===== src/rtl/chseq_pkg.sv =====
package chseq_pkg;

    localparam int NCH    = 16;
    localparam int CH_W   = $clog2(NCH);
    localparam int WORD_W = 16;
    localparam int CNT_W  = $clog2(WORD_W + 1);

    // Field positions of the control word (MSB received first)
    localparam int F_WR    = 15;
    localparam int F_SEQ   = 14;
    localparam int F_ADDR  = 10;
    localparam int F_PWR   = 8;
    localparam int F_SHDW  = 7;
    localparam int F_RNG   = 5;
    localparam int F_COD   = 4;

    typedef logic [WORD_W-1:0] word_t;
    typedef logic [NCH-1:0]    mask_t;
    typedef logic [CH_W-1:0]   chan_t;

    typedef struct packed {
        logic [1:0] pwr;
        logic       rng;
        logic       cod;
    } settings_t;

    typedef enum logic [1:0] {
        CODE_DIRECT = 2'b00,
        CODE_ARM    = 2'b01,
        CODE_KEEP   = 2'b10,
        CODE_RANGE  = 2'b11
    } mode_code_e;

    // First-received bit (word MSB) enables channel 0
    function automatic mask_t word_to_mask(word_t w);
        mask_t m;
        for (int i = 0; i < NCH; i++) m[i] = w[WORD_W-1-i];
        return m;
    endfunction

    // Channels 0..top enabled
    function automatic mask_t range_mask(chan_t top);
        mask_t m;
        for (int i = 0; i < NCH; i++) m[i] = (i <= int'(top));
        return m;
    endfunction

    // Next enabled channel strictly after cur, wrapping; stays if mask empty
    function automatic chan_t next_chan(chan_t cur, mask_t m);
        chan_t res;
        logic  found;
        res   = cur;
        found = 1'b0;
        for (int i = 1; i <= NCH; i++) begin
            if (!found && m[(int'(cur) + i) % NCH]) begin
                res   = chan_t'((int'(cur) + i) % NCH);
                found = 1'b1;
            end
        end
        return res;
    endfunction

endpackage


===== src/rtl/chseq_shift_in.sv =====
module chseq_shift_in
    import chseq_pkg::*;
(
    input  logic             clk,
    input  logic             rst,
    input  logic             sclk,
    input  logic             fs_n,
    input  logic             sdi,
    output logic             word_vld,
    output word_t            word,
    output logic [CNT_W-1:0] bit_cnt
);
    logic  sclk_q;
    logic  fall;
    word_t shreg;

    assign fall = sclk_q & ~sclk & ~fs_n;
    assign word = shreg;

    always_ff @(posedge clk) begin
        if (rst) begin
            sclk_q   <= 1'b0;
            shreg    <= '0;
            bit_cnt  <= '0;
            word_vld <= 1'b0;
        end else begin
            sclk_q   <= sclk;
            word_vld <= 1'b0;
            if (fs_n) begin
                bit_cnt <= '0;
            end else if (fall && (bit_cnt < CNT_W'(WORD_W))) begin
                shreg   <= {shreg[WORD_W-2:0], sdi};
                bit_cnt <= bit_cnt + 1'b1;
                if (bit_cnt == CNT_W'(WORD_W - 1)) word_vld <= 1'b1;
            end
        end
    end
endmodule


===== src/rtl/chseq_core.sv =====
module chseq_core
    import chseq_pkg::*;
(
    input  logic      clk,
    input  logic      rst,
    input  logic      word_vld,
    input  word_t     word,
    output chan_t     chan,
    output logic      seq_on,
    output logic      empty,
    output logic      pend,
    output settings_t cfg
);
    mask_t      mask;
    mode_code_e code;
    chan_t      addr;
    mask_t      new_mask;

    assign code     = mode_code_e'({word[F_SEQ], word[F_SHDW]});
    assign addr     = word[F_ADDR +: CH_W];
    assign new_mask = word_to_mask(word);

    always_ff @(posedge clk) begin
        if (rst) begin
            chan   <= '0;
            seq_on <= 1'b0;
            empty  <= 1'b0;
            pend   <= 1'b0;
            mask   <= '0;
            cfg    <= '0;
        end else if (word_vld) begin
            if (pend) begin
                pend   <= 1'b0;
                mask   <= new_mask;
                seq_on <= 1'b1;
                empty  <= (new_mask == '0);
                if (new_mask != '0) chan <= next_chan(chan_t'(NCH - 1), new_mask);
            end else if (!word[F_WR]) begin
                if (seq_on) chan <= next_chan(chan, mask);
            end else begin
                cfg <= '{pwr: word[F_PWR +: 2], rng: word[F_RNG], cod: word[F_COD]};
                unique case (code)
                    CODE_DIRECT: begin
                        chan   <= addr;
                        seq_on <= 1'b0;
                        empty  <= 1'b0;
                    end
                    CODE_ARM: begin
                        chan   <= addr;
                        seq_on <= 1'b0;
                        empty  <= 1'b0;
                        pend   <= 1'b1;
                    end
                    CODE_RANGE: begin
                        mask   <= range_mask(addr);
                        chan   <= '0;
                        seq_on <= 1'b1;
                        empty  <= 1'b0;
                    end
                    CODE_KEEP: begin
                        if (seq_on) chan <= next_chan(chan, mask);
                    end
                    default: ;
                endcase
            end
        end
    end
endmodule


===== src/rtl/chseq_top.sv =====
module chseq_top
    import chseq_pkg::*;
(
    input  logic        clk,
    input  logic        rst,
    input  logic        sclk,
    input  logic        fs_n,
    input  logic        sdi,
    output logic [3:0]  chan_sel,
    output logic        seq_active,
    output logic        mask_empty,
    output logic [1:0]  pwr_mode,
    output logic        range_sel,
    output logic        coding_sel
);
    logic             word_vld;
    word_t            word;
    logic [CNT_W-1:0] bit_cnt;
    chan_t            chan;
    logic             pend;
    settings_t        cfg;

    chseq_shift_in u_shift (
        .clk      (clk),
        .rst      (rst),
        .sclk     (sclk),
        .fs_n     (fs_n),
        .sdi      (sdi),
        .word_vld (word_vld),
        .word     (word),
        .bit_cnt  (bit_cnt)
    );

    chseq_core u_core (
        .clk      (clk),
        .rst      (rst),
        .word_vld (word_vld),
        .word     (word),
        .chan     (chan),
        .seq_on   (seq_active),
        .empty    (mask_empty),
        .pend     (pend),
        .cfg      (cfg)
    );

    assign chan_sel   = chan;
    assign pwr_mode   = cfg.pwr;
    assign range_sel  = cfg.rng;
    assign coding_sel = cfg.cod;
endmodule


===== config.mk =====
export PLATFORM = sky130hd
export DESIGN_NAME = chseq_top
export DESIGN_NICKNAME = d
export VERILOG_FILES = /design/src/rtl/chseq_pkg.sv /design/src/rtl/chseq_shift_in.sv /design/src/rtl/chseq_core.sv /design/src/rtl/chseq_top.sv
export SDC_FILE = /design/constraint.sdc
export NUM_CORES = 1
export LEC_CHECK = 0
export BUFFER_PORTS_ARGS = -buffer_cell sky130_fd_sc_hd__buf_2
export CORE_ASPECT_RATIO = 1.4
export CORE_MARGIN = 2
export CORE_UTILIZATION = 56
export DETAILED_ROUTE_END_ITERATION = 8
export GPL_TIMING_DRIVEN = 0
export PLACE_DENSITY = 0.85
export SYNTH_ARGS = -nofsm -noshare
export SYNTH_HDL_FRONTEND = slang
export SYNTH_SLANG_ARGS = --single-unit

===== constraint.sdc =====
create_clock -name clk -period 5.65 [get_ports clk]
set_input_delay 0.565 -clock clk [delete_from_list [all_inputs] [get_ports clk]]
set_output_delay 0.565 -clock clk [all_outputs]
set_load 0.03 [all_outputs]

# == Word level (Yosys, flattened, before mapping) ==
# Index checks and enable logic that the tools add are counted.
# op_classes
n_addsub,17
magnitude_cmp,32
n_eq_ne,6
mux,382
bitwise,22
reduce_logical,125
# op_table
op,count
1-bit 2-to-1 mux,309
4-bit 2-to-1 mux,52
"5-bit by 6-bit < comparator with 1-bit output, second input constant",16
1-bit binary-select mux with 4-bit select,16
4-bit OR reduction,16
16-bit 2-to-1 mux,3
1-bit logical AND,46
1-bit logical NOT,45
"4-bit adder, second input constant",8
"4-bit less-or-equal comparator, first input constant",8
"4-bit by 3-bit adder with 4-bit output, second input constant",4
"1-bit bitwise AND, first input constant",16
"3-bit by 4-bit less-or-equal comparator with 1-bit output, first input constant",4
16-bit logical NOT,1
16-bit nonzero test,1
4-bit one-hot mux with 3 select lines,1
3-bit AND reduction,4
"4-bit by 1-bit adder with 4-bit output, second input constant",2
"4-bit by 2-bit adder with 4-bit output, second input constant",2
"2-bit by 4-bit less-or-equal comparator with 1-bit output, first input constant",2
2-bit nonzero test,3
3-bit nonzero test,2
3-bit OR reduction,2
"5-bit by 1-bit adder with 5-bit output, second input constant",1
14 further kinds,20
# totals
register_bits,50
input_bits,5
out_inout_bits,10
wordCells,596

# == Longest topological paths before layout ==
# Gate-level depths: netlist of the first run.
# logic_depth
ltp_word,146
ltp_mapped,18
ltp_nobuf,11

# == Modules after synthesis ==
# A second synthesis of the first run with hierarchy kept.
# unflattened
hier_cells,585
area_unflattened_um2,4740.8
# by_module_without_submodules
mod,instances,cells_per_inst,area_per_inst_um2,seq_area_each_um2
chseq_core,1,484,3887.5,540.5
chseq_shift_in,1,101,853.3,460.4

# == Worst setup path after synthesis of the first run ==
# OpenSTA, ideal clock, no wires.
# synth_timing
kind,register to register
from,register u_core.chan[1]
to,register u_core.chan[1]
setup_ps,131
arrival_ps,4588
required_time_ps,5519
slack_ps,932
path_stages_with_launch,16
n_path_buf,6
synth_period_minus_slack_ps,4718
path_cell_list,dfxtp_1 > buf_2 > buf_4 > buf_1 > clkinv_1 > ha_1 > buf_4 > buf_2 > mux4_2 > mux4_2 > buf_2 > nor4b_4 > nand2_1 > or4_1 > a21oi_1 > o41ai_1
# synth_via
elab_chain_len,144
word_cells_on_any_way,353
cone_classes,16 x add/sub; 277 x mux; 60 x reduce/logical
# synth_rtl
item,line_no,text
from (decl),chseq_core.sv:8,"output chan_t chan,"
from (signal assigned),chseq_core.sv:37,"if (new_mask != '0) chan <= next_chan(chan_t'(NCH - 1), new_mask);"
from (signal assigned),chseq_core.sv:39,"if (seq_on) chan <= next_chan(chan, mask);"
from (signal assigned),chseq_core.sv:44,chan <= addr;
4-bit by 1-bit adder with 4-bit output,"chseq_pkg.sv:55, chseq_pkg.sv:56",
1-bit binary-select mux with 4-bit select,chseq_pkg.sv:55,if (!found && m[(int'(cur) + i) % NCH]) begin
1-bit 2-to-1 mux (not written as such) (2 in a row),chseq_pkg.sv:55,
1-bit 2-to-1 mux,chseq_pkg.sv:55,
1-bit 2-to-1 mux,"chseq_core.sv:39, chseq_core.sv:61",
1-bit 2-to-1 mux,chseq_core.sv:42,unique case (code)
1-bit 2-to-1 mux,chseq_core.sv:38,end else if (!word[F_WR]) begin
1-bit 2-to-1 mux,chseq_core.sv:32,if (pend) begin
[... 127 more ...],n/a,
1-bit 2-to-1 mux,chseq_core.sv:24,if (rst) begin
1-bit logical NOT,chseq_pkg.sv:55,
1-bit logical AND,chseq_pkg.sv:55,
4-bit 2-to-1 mux,chseq_pkg.sv:55,
4-bit 2-to-1 mux,chseq_core.sv:61,"if (seq_on) chan <= next_chan(chan, mask);"
4-bit one-hot mux with 3 select lines,chseq_core.sv:42,
4-bit 2-to-1 mux *,chseq_core.sv:38,
4-bit 2-to-1 mux *,chseq_core.sv:32,
# Every way passes the cells marked *; elsewhere a longest branch is shown, timed or not. The select of a mux whose other input is x is not followed.
# A chain may end at the register's enable or synchronous reset.

# == Worst setup path after layout of the first run ==
# layout_timing
from,register u_core.chan[1]
to,register u_core.chan[0]
# layout_via
elab_chain_len,144
word_cells_on_any_way,353
cone_classes,16 x add/sub; 277 x mux; 60 x reduce/logical
# layout_rtl
item,line_no
4-bit by 1-bit adder with 4-bit output,chseq_pkg.sv:55
1-bit binary-select mux with 4-bit select,chseq_pkg.sv:55
1-bit 2-to-1 mux (not written as such) (2 in a row),chseq_pkg.sv:55
1-bit 2-to-1 mux,chseq_pkg.sv:55
1-bit 2-to-1 mux,"chseq_core.sv:39, chseq_core.sv:61"
1-bit 2-to-1 mux,chseq_core.sv:42
1-bit 2-to-1 mux,chseq_core.sv:38
1-bit 2-to-1 mux,chseq_core.sv:32
[... 127 more ...],n/a
1-bit 2-to-1 mux,chseq_core.sv:24
1-bit logical NOT,chseq_pkg.sv:55
1-bit logical AND,chseq_pkg.sv:55
4-bit 2-to-1 mux,chseq_pkg.sv:55
4-bit 2-to-1 mux,chseq_core.sv:61
4-bit one-hot mux with 3 select lines,chseq_core.sv:42
4-bit 2-to-1 mux *,chseq_core.sv:38
4-bit 2-to-1 mux *,chseq_core.sv:32
# Marks and branches as above.

==> metrics, run 1 <==
Max VDD drop=around 220 uV; gr ovfl total=0; R2R depth=17; syn_nets=about 560; IO Pins=15; status=completed; Final ANT Viol Nets=0; post-synthesis sequential area ratio=around 22%; Worst EP required=5.83 ns; Root Driver=clkbuf_8; Initial Util=58.1%; crit-path cells=buf_2 -> buf_4 -> clkinv_2 -> ha_1 -> buf_4 -> buf_2 -> buf_2 -> mux2i_1 -> mux4_2 -> nand2_1 -> o21ai_1 -> and3_1 -> buf_2 -> nor2b_1 -> a2111oi_0 -> mux2i_1 -> o311ai_1; Mean Syn Cell Area=between 8 and 9 sq um; area grow syn2layout=6.02%; CP Depth=17; Critical path buffers and inverters=7; nets=between 500 and 600; Fmax achieved=0.200 GHz; Yosys cell types=67; CTS tree=built; Synth Cell Area=~0.0045 sq mm; Die Span X=between 80 and 90 um; n_diodes=0; pin count of the biggest net entering global routing=17; die area=about 0.009 sq mm; global placer's final weighted congestion=1.02; number of H-tree levels=2; Max Slew Vio Count=0; Worst-Margin Slew=just over 0.9 ns; Worst Hold Class=flip-flop to flip-flop; Async S/R FF share, synth=0%; die height=about 110 um; Worst setup EP type=flip-flop; fin crit period=around 5.0 ns; DRT iter0 DRCs=~370; delay of the slowest critical-path stage=~0.55 ns; Worst Path Arrival=5.17 ns; vias in the first global route=about 4.4k; iteration count of the initial detailed-routing pass=5; clk_lat worst skew=0.32 ns; Setup TNS Final=0 ns; worst-case clock buffer depth=2; Slew headroom=37.2%; WHS=0.456 ns; core box area=a little under 0.008 sq mm; synthesized netlist cell count=roughly 550; Top delay family on crit path=buffers and inverters; Post-synth EDFFs=0; critical path class=flip-flop to flip-flop; Synth Flop Type=dfxtp_1; clk slew on worst S/H paths=0.09 ns; Vias per Instance=between 6 and 7; total power per unit cell area=142 mW/mm^2; placed insts=between 600 and 700; final cell count without fillers=668; RSZ-0062 raised after global routing=false; hpwl dp=9990 um; Hold Vio Cnt, Final=0; total of max-cap violations=0; initial antenna violation count=0; share of layout cells above drive strength 1=15.5%; hold path cells=2; TritonCTS Buffers=5; fin crit share=between 80 and 90%; Fin Clk Skew=between 0.01 and 0.015 ns; Routed WL per cell=19.5 um; Via Count=4478; CP most frequent cell=buf_2; CP max FO=19; Site Rows=38; GRT Total Usage=30.5%; IO buf count=12; routed wire length=13000 um; P_leak=approximately 0.0017 uW; CP max stage cell=dfxtp_1; first-pass GRT wire length=between 20000 and 25000 um; Setup Buffers After CTS=0; clk sinks=50; drc violations=0; Synth Register Bits=50; final setup fails=0; Critical Path Source Type=flip-flop; Yosys warnings=0
-- registers in the layout, indices dropped and copies added, names as in the netlist --
name / count
u_core.pend: 1
u_core.chan: 4
u_shift.sclk_q: 1
u_core.mask: 16
u_shift.word_vld: 1
u_core.empty: 1
u_shift.bit_cnt: 5
u_core.cfg: 4
u_shift.word: 16
u_core.seq_on: 1
-- area by class of cell --
type                    instances  area (sq um)
multi-input cells             441          3270
fillers                       701          3000
flip-flops and latches         50          1000
plain buffers                  45           206
well taps                     100           125
clock buffers                   5          68.8
repair buffers                 12          60.1
inverters                      12          46.3
clock inverters                 3          21.3
-- tightest hold or removal path, cell delays in order (launching register included) --
cell	delay (ns)
dfxtp_1	0.32
nand2_1	0.05
a21oi_1	0.05
-- per-stage QoR --
step | area [sq um] | utilization [%] | total power, uW | setup WS (ns)
CTS | 4810 | 61.6 | 683 | 0.117
detailed placement | 4710 | 60.5 | 476 | -0.0409
finish | 4800 | 61.6 | 681 | 0.652
global placement | 4710 | 60.5 | 473 | 0.0416
global route | 4800 | 61.6 | 706 | 0.356
floorplan | 4530 | - | 452 | 0.932
-- timing repair --
action,4_1_cts,5_1_grt
gates resized for setup,1,0
setup endpoints to repair,1,3
endpoints found under the hold margin,0,0
hold buffers,0,0
-- cell families after synthesis --
family,share of synthesized area (%)
compound gates,20.1
xor+xnor,2.51
fa+ha+maj,2.76
buf+inv,5.64
flops,22.1
mux,24.9
simple gates,22.0
-- routing by layer --
| metal | vias to the layer above | GRT usage (%) | wire length, um | share of wire [%] |
|---|---|---|---|---|
| met5 | - | 0 | 0 | 0 |
| met4 | 0 | 20.7 | 869 | 6.7 |
| met3 | 70 | 4.82 | 826 | 6.3 |
| met2 | 229 | 51.3 | 6550 | 50 |
| met1 | 2089 | 34.5 | 4790 | 37 |
| li1 | 2090 | - | - | - |
-- worst paths after layout --
path             startpoint              to  slack, ns
min reg2reg    u_core.empty    u_core.empty       0.46
min            u_core.empty    u_core.empty       0.46
max          u_core.chan[1]  u_core.chan[0]       0.65
max reg2reg  u_core.chan[1]  u_core.chan[0]       0.65
-- cell usage after synthesis, drive strengths merged, types with 2 or more instances --
library cell | instances | share of area, %
ha | 10 | 2.8
a311oi | 4 | 0.77
nand4 | 4 | 0.55
nor2b | 9 | 1.2
nor3 | 23 | 2.5
mux4 | 30 | 15
a221oi | 5 | 0.97
or3 | 2 | 0.28
and3 | 5 | 0.69
nand3b | 4 | 0.66
mux2i | 29 | 6.4
xnor2 | 8 | 1.5
a221o | 2 | 0.44
or4 | 4 | 0.66
nor4 | 6 | 0.83
inv | 11 | 0.91
nor2 | 43 | 3.6
o211a | 2 | 0.44
o41ai | 3 | 0.58
a22oi | 2 | 0.33
a31oi | 4 | 0.55
nor3b | 3 | 0.50
a21oi | 57 | 6.3
a31o | 2 | 0.58
buf | 18 | 2.3
o21bai | 3 | 0.50
o221ai | 2 | 0.39
or2 | 5 | 0.69
a21o | 4 | 0.66
clkbuf | 28 | 2.3
a21boi | 2 | 0.33
o311ai | 2 | 0.39
nor4b | 4 | 1.1
a32oi | 4 | 0.77
dfxtp | 50 | 22
nand2b | 7 | 0.97
nand2 | 77 | 6.4
o21ai | 20 | 2.2
xor2 | 5 | 0.97
o211ai | 7 | 1.2
mux2 | 14 | 3.6
nand3 | 5 | 0.55
a211oi | 7 | 1.2
-- placed cells by master, fill, tap and decap left out, drive strengths merged, types with 10 or more instances in the layout --
master	instances
mux4	30
mux2i	29
nand2	77
clkbuf	33
ha	10
dfxtp	50
nor3	23
a21oi	57
inv	11
buf	29
mux2	14
o21ai	20
nor2	43
-- power breakdown --
part	leakage [uW]	switching [uW]	total, uW	internal [uW]
Sequential	0.000403	2.35	357	354
Combinational	0.00121	67.9	112	44.2
Clock	0.0000441	125	212	87.2
Total	0.00166	195	681	486
No activity file was read; power rests on OpenSTA's default activity.
==> inputs of run 2 (changes only) <==
- GPL_TIMING_DRIVEN: 0 -> default
- PLACE_DENSITY: 0.85 -> 0.88
- clock period: 5.65 -> 4.1 ns (I/O delays scaled with it)
==> run 2 against run 1 <==
Power increased by 52%; flip-flop and latch count unchanged; worst hold slack got worse by 0.10 ns; clock-buffer cell count is 2 higher; cell count down 3.3%; die area unchanged; non-clock buffer count decreased by 22; fmax is 31% higher; utilization is 0.26 points higher; clock skew down 0.0063 ns; critical path type unchanged; critical endpoint is now u_core.chan[1].
==> metrics, run 2 (same netlist as run 1, synthesis figures left out) <==
GRT Total Usage=29.6% (was 30.5%); CP most frequent cell=mux4_2 (was buf_2); hpwl dp=9610 um (was 9990 um); initial antenna violation count=0 (unchanged); DP Area=0.00468 sq mm (was 0.00471 sq mm); die height=110 um (unchanged); Slew headroom=36.2% (was 37.2%); Worst-Margin Slew=0.958 ns (was 0.935 ns); Site Rows=38 (unchanged); Root Driver=clkbuf_8 (unchanged); routed wire length=12900 um (was 13000 um); Setup Buffers After CTS=0 (unchanged); gr ovfl total=0 (unchanged); Via Count=4432 (was 4478); clk_lat worst skew=0.30 ns (was 0.32 ns); Worst setup EP type=flip-flop (unchanged); Fillers=707 (was 701); most frequent cells in the layout=nand2_1, a21oi_1, dfxtp_1 (unchanged); Fmax achieved=0.262 GHz (was 0.200 GHz); Final ANT Viol Nets=0 (unchanged); Hold Crit Start=sdi (was u_core.empty); clk slew on worst S/H paths=0.09 ns (about the same); global placer's final weighted congestion=1.09 (was 1.02); vias in the first global route=4166 (was 4386); Hold Vio Cnt, Final=0 (unchanged); Initial Util=58.1% (unchanged); Critical Path Source Type=flip-flop (unchanged); Worst Hold Class=primary input to flip-flop (was flip-flop to flip-flop); Hold Buf Count CTS=0 (unchanged); number of H-tree levels=2 (unchanged); delay of the slowest critical-path stage=0.63 ns (was 0.55 ns); Resized cells post-CTS=0 (was 1); total power per unit cell area=215 mW/mm^2 (was 142 mW/mm^2); TritonCTS Buffers=5 (unchanged); utilization after layout=61.8% (was 61.6%); die area=0.00883 sq mm (unchanged); total of max-cap violations=0 (unchanged); iteration count of the initial detailed-routing pass=5 (unchanged); total chip power=1040 uW (was 681 uW); crit-path cells=clkinv_2 -> ha_1 -> buf_4 -> mux4_2 -> mux4_2 -> nor4b_4 -> nand2_1 -> or4_1 -> a21oi_1 -> o41ai_1 (was buf_2 -> buf_4 -> clkinv_2 -> ha_1 -> buf_4 -> buf_2 -> buf_2 -> mux2i_1 -> mux4_2 -> nand2_1 -> o21ai_1 -> and3_1 -> buf_2 -> nor2b_1 -> a2111oi_0 -> mux2i_1 -> o311ai_1); DRT iter0 DRCs=287 (was 371); first-pass GRT wire length=21000 um (was 21500 um); CP max FO=10 (was 19); n_diodes=0 (unchanged); CP max stage cell=mux4_2 (was dfxtp_1); status=completed (unchanged); worst-case clock buffer depth=2 (unchanged); R2R Path End=u_core.chan[1] (was u_core.chan[0]); critical path class=flip-flop to flip-flop (unchanged); Worst Path Arrival=3.97 ns (was 5.17 ns); Vias per Instance=6.86 (was 6.70); share of layout cells above drive strength 1=18.3% (was 15.5%); pin count of the biggest net entering global routing=56 (was 17); fin crit share=93.0% (was 88.5%); fin crit period=3.81 ns (was 5.00 ns); RSZ-0062 raised after global routing=false (unchanged); final setup fails=0 (unchanged); Routed WL per cell=20.0 um (was 19.5 um); CTS tree=built (unchanged); worst r2r src=u_core.chan[1] (unchanged); leading cell type in the layout, fill and taps excluded=nand2_1 (unchanged); IO Pins=15 (unchanged); Design Area, Final=0.00482 sq mm (was 0.00480 sq mm); nets=560 (was 582); Max Slew Vio Count=0 (unchanged); area grow syn2layout=6.46% (was 6.02%); clk sinks=50 (unchanged); reg2reg setup slack=0.29 ns (was 0.65 ns); Fin Clk Skew=0.00510 ns (was 0.0114 ns); Setup TNS Final=0 ns (unchanged); Die Span X=80.0 um (unchanged); IO buf count=14 (was 12); Hold EP=u_shift.word[0] (was u_core.empty); Max VDD drop=264 uV (was 218 uV); Worst EP required=4.26 ns (was 5.83 ns); core box area=0.00780 sq mm (unchanged); hold path cells=3 (was 2); P_leak=0.00169 uW (was 0.00166 uW); R2R depth=10 (was 17); drc violations=0 (unchanged)
-- run 2: worst max-delay path: cells and delay by family (launching register included) --
family	cells	cell delay [ns]
and+or+nand+nor	3	1.18
muxes	2	1.00
adders and majority gates	1	0.51
DFF	1	0.36
buffers and inverters	2	0.33
AOI/OAI and AO/OA	2	0.28
-- run 2: cell type report --
type / count / area [sq um] / area share, %
Sequential cell: 50 / 1010 / 20.9
Clock inverter: 1 / 30.0 / 0.623
Tap cell: 100 / 125 / 2.59
Clock buffer: 7 / 108 / 2.23
Multi-Input combinational cell: 441 / 3280 / 68.0
Timing Repair Buffer: 35 / 228 / 4.72
Inverter: 12 / 46.3 / 0.960
-- run 2: report_power, final --
group          internal [uW]  switching, uW
combinational           60.0           89.2
sequential               488           2.04
clock                    236            160
-- run 2: worst max path at each step --
stage | from | slack (ns) | endpoint | depth (start not counted)
floorplan | u_core.chan[1] | 0.004 | u_core.chan[1] | 14
global placement | u_core.chan[1] | 0.42 | u_core.chan[1] | 10
detailed placement | u_core.chan[1] | 0.33 | u_core.chan[1] | 10
CTS | u_core.chan[1] | 0.33 | u_core.chan[1] | 10
global route | u_core.chan[1] | 0.06 | u_core.chan[1] | 10
finish | u_core.chan[1] | 0.29 | u_core.chan[1] | 10
-- run 2: per-stage QoR --
step                      cells  setup slack [ns]  hold WS, ns
after global placement      638             0.421        0.447
after detailed placement    638             0.330        0.451
after CTS                   646             0.326        0.356
final                       646             0.289        0.355
after floorplan             549           0.00394        0.467
after global routing        646            0.0647        0.349
-- run 2: metal layers --
layer,up-vias,track usage [%],routed length (um),share of wire (%)
met5,-,0,0,0
met4,0,16.9,925,7.2
met3,66,3.10,574,4.4
met2,207,52.2,6640,51
met1,2116,33.7,4770,37
li1,2043,-,-,-
==> inputs of run 3 (changes only) <==
- ABC_AREA: default -> 1
- BUFFER_PORTS_ARGS: -buffer_cell sky130_fd_sc_hd__buf_2 -> -buffer_cell sky130_fd_sc_hd__clkbuf_2
==> run 3 against run 2 <==
Power fell by 18%; first-iteration DRC count rose by 13%; register-to-register slack improved by 0.15 ns; via count rose by 4.4%; critical path type unchanged; non-clock buffer count fell by 10; routed wire length fell by 9.6%; sequential power rose by 2%; sequential share of layout area rose by 2.2 points; critical path depth rose by 13; utilization fell by 0.20 points.
==> metrics, run 3 <==
utilization after layout=61.6% (was 61.8%); CP most frequent cell=nand2_1 (was mux4_2); Setup TNS Final=0 ns (unchanged); Routed WL per cell=14.9 um (was 20.0 um); top post-synthesis cells by area=dfxtp_1, nand2_1, nand3_1, o21ai_0, inv_1 (was dfxtp_1, mux4_2, mux2i_1, nand2_1, a21oi_1); gr ovfl total=0 (unchanged); worst-case clock buffer depth=2 (unchanged); Hold Buf Count CTS=0 (unchanged); cell accounting for the most synthesized area=dfxtp_1 (unchanged); Place WS=0.526 ns (was 0.330 ns); syn_nets=695 (was 564); Yosys warnings=0 (unchanged); TritonCTS Buffers=5 (unchanged); Final ANT Viol Nets=0 (unchanged); fin crit share=89.4% (was 93.0%); Fmax achieved=0.273 GHz (was 0.262 GHz); Worst EP required=4.36 ns (was 4.26 ns); Yosys top cell area share=24.4% (was 22.1%); GRT Total Usage=29.5% (was 29.6%); area occupied by multi-input gates=0.00263 sq mm (was 0.00328 sq mm); clk slew on worst S/H paths=0.09 ns (about the same); Top delay family on crit path=simple AND/OR/NAND/NOR gates (unchanged); top-count cell post-synth=nand2_1 (unchanged); clk sinks=50 (unchanged); first-pass GRT wire length=19400 um (was 21000 um); worst r2r src=u_core.chan[2] (was u_core.chan[1]); Post-synth EDFFs=0 (unchanged); crit-path cells=buf_4 -> inv_2 -> ha_1 -> inv_1 -> nand3_1 -> nand3_1 -> nand2_2 -> nand4_4 -> nor2_4 -> nand2_2 -> nor2_4 -> nand3_4 -> nor2_4 -> nand4_1 -> nor2_1 -> nor2_1 -> nand2_1 -> nand2_1 -> nand2_1 -> nand2_1 -> nand2_1 -> nand2_1 -> a21oi_2 (was clkinv_2 -> ha_1 -> buf_4 -> mux4_2 -> mux4_2 -> nor4b_4 -> nand2_1 -> or4_1 -> a21oi_1 -> o41ai_1); die height=105 um (was 110 um); Hold Crit Start=sclk (was sdi); Fillers=694 (was 707); RSZ-0062 raised after global routing=false (unchanged); global placer's final weighted congestion=1.05 (was 1.09); number of H-tree levels=2 (unchanged); CTS tree=built (unchanged); Setup WS post-layout=0.434 ns (was 0.289 ns); routed wire length=11700 um (was 12900 um); synthesized netlist cell count=680 (was 549); drc violations=0 (unchanged); critical path class=flip-flop to flip-flop (unchanged); CP Depth=23 (was 10); Worst-Margin Slew=0.918 ns (was 0.958 ns); Initial Util=58.4% (was 58.1%); Via Count=4629 (was 4432); Worst Hold Class=primary input to flip-flop (unchanged); Worst Path Arrival=3.92 ns (was 3.97 ns); CP max FO=14 (was 10); most frequent cells in the layout=nand2_1, nand3_1, inv_1 (was nand2_1, a21oi_1, dfxtp_1); Resized cells post-CTS=0 (unchanged); Setup Buffers After CTS=0 (unchanged); Worst setup EP type=flip-flop (unchanged); Slew headroom=38.7% (was 36.2%); Vias per Instance=5.90 (was 6.86); n_diodes=0 (unchanged); Setup crit start=u_core.chan[2] (was u_core.chan[1]); core box area=0.00703 sq mm (was 0.00780 sq mm); Site Rows=36 (was 38); Critical Path Source Type=flip-flop (unchanged); Synth Flop Type=dfxtp_1 (unchanged); DRT iter0 DRCs=325 (was 287); Async S/R FF share, synth=0% (unchanged); P_leak=0.00196 uW (was 0.00169 uW); nets=703 (was 560); total of max-cap violations=0 (unchanged); hold path cells=3 (unchanged); Root Driver=clkbuf_8 (unchanged); Die Span X=76.3 um (was 80.0 um); CP max stage cell=ha_1 (was mux4_2); Fin Clk Skew=0.00774 ns (was 0.00510 ns); area occupied by registers=0.00100 sq mm (was 0.00101 sq mm); post-synthesis sequential area ratio=24.4% (was 22.1%); total chip power=848 uW (was 1040 uW); Max VDD drop=285 uV (was 264 uV); most frequent cells after synthesis=nand2_1, nand3_1, inv_1, o21ai_0, nor2_1 (was nand2_1, a21oi_1, dfxtp_1, nor2_1, mux4_2); Synth Cell Area=0.00410 sq mm (was 0.00453 sq mm); iteration count of the initial detailed-routing pass=5 (unchanged); IO Pins=15 (unchanged); Critical path buffers and inverters=3 (was 2); R2R depth=23 (was 10); clk_lat worst skew=0.31 ns (was 0.30 ns); final setup fails=0 (unchanged); Hold Vio Cnt, Final=0 (unchanged); fin crit period=3.67 ns (was 3.81 ns); delay of the slowest critical-path stage=0.52 ns (was 0.63 ns); area grow syn2layout=5.61% (was 6.46%); pin count of the biggest net entering global routing=39 (was 56); leading cell type in the layout, fill and taps excluded=nand2_1 (unchanged); initial antenna violation count=0 (unchanged); status=completed (unchanged); Max Slew Vio Count=0 (unchanged); total power per unit cell area=196 mW/mm^2 (was 215 mW/mm^2); IO buf count=14 (unchanged); die area=0.00803 sq mm (was 0.00883 sq mm); share of layout cells above drive strength 1=10.6% (was 18.3%); hpwl dp=9180 um (was 9610 um); vias in the first global route=4314 (was 4166); Mean Syn Cell Area=6.03 sq um (was 8.25 sq um); Synth Register Bits=50 (unchanged); Yosys cell types=46 (was 67)
run 3: cell count changes after synthesis, moves of 29 or more:
cell,change
nand2_1,+93
nand3_1,+83
inv_1,+72
o21ai_0,+47
mux4_2,-30
mux2i_1,-29
run 3: logic make-up (layout without fill, tap and decap cells):
logic type      after synthesis  after routing  share of synthesized area (%)
fa+ha+maj                    10             10                           3.05
xor+xnor                      8              8                           2.07
buf+inv                     113            122                           11.4
compound gates              136            136                           18.4
simple gates                363            363                           40.7
flops                        50             50                           24.4
run 3: power breakdown:
part	internal [uW]	total, uW	switching, uW
clock network	136	294	157
registers	491	500	8.56
logic	16.3	54.3	38.0
total	644	848	204
run 3: metrics by stage:
stage | hold WS, ns | instances | area [sq um]
after global placement | 0.456 | 776 | 4240
final | 0.321 | 784 | 4330
after CTS | 0.319 | 784 | 4330
after detailed placement | 0.466 | 776 | 4240
after global routing | 0.336 | 784 | 4330
after floorplan | 0.440 | 680 | 4100
run 3: layout make-up:
type / count / area share, %
well taps: 95 / 2.74
multi-input cells: 517 / 60.8
inverters: 89 / 7.71
flip-flops and latches: 50 / 23.1
clock inverters: 1 / 0.116
clock buffers: 7 / 1.99
repair buffers: 25 / 3.52
run 3: worst paths after layout:
check                   end  slack [ns]
max          u_core.chan[2]        0.43
min          u_shift.sclk_q        0.32
max reg2reg  u_core.chan[2]        0.43
min reg2reg  u_core.mask[3]        0.49
run 3: worst register-to-register path, stage by stage (launching register included):
cell and delay [ns]:
dfxtp_1 0.36, buf_4 0.24, inv_2 0.15, ha_1 0.52, inv_1 0.20, nand3_1 0.15
nand3_1 0.10, nand2_2 0.12, nand4_4 0.12, nor2_4 0.16, nand2_2 0.08, nor2_4 0.13
nand3_4 0.10, nor2_4 0.17, nand4_1 0.27, nor2_1 0.25, nor2_1 0.06, nand2_1 0.07
nand2_1 0.06, nand2_1 0.06, nand2_1 0.04, nand2_1 0.05, nand2_1 0.06, a21oi_2 0.10
run 3: per-layer routing:
metal  track usage [%]  vias to the layer above  routed length, um
met2              53.6                      193               5870
li1                  -                     2255                  -
met1              30.4                     2106               4300
met3              3.25                       75                563
met5                 0                        -                  0
met4              23.6                        0                944
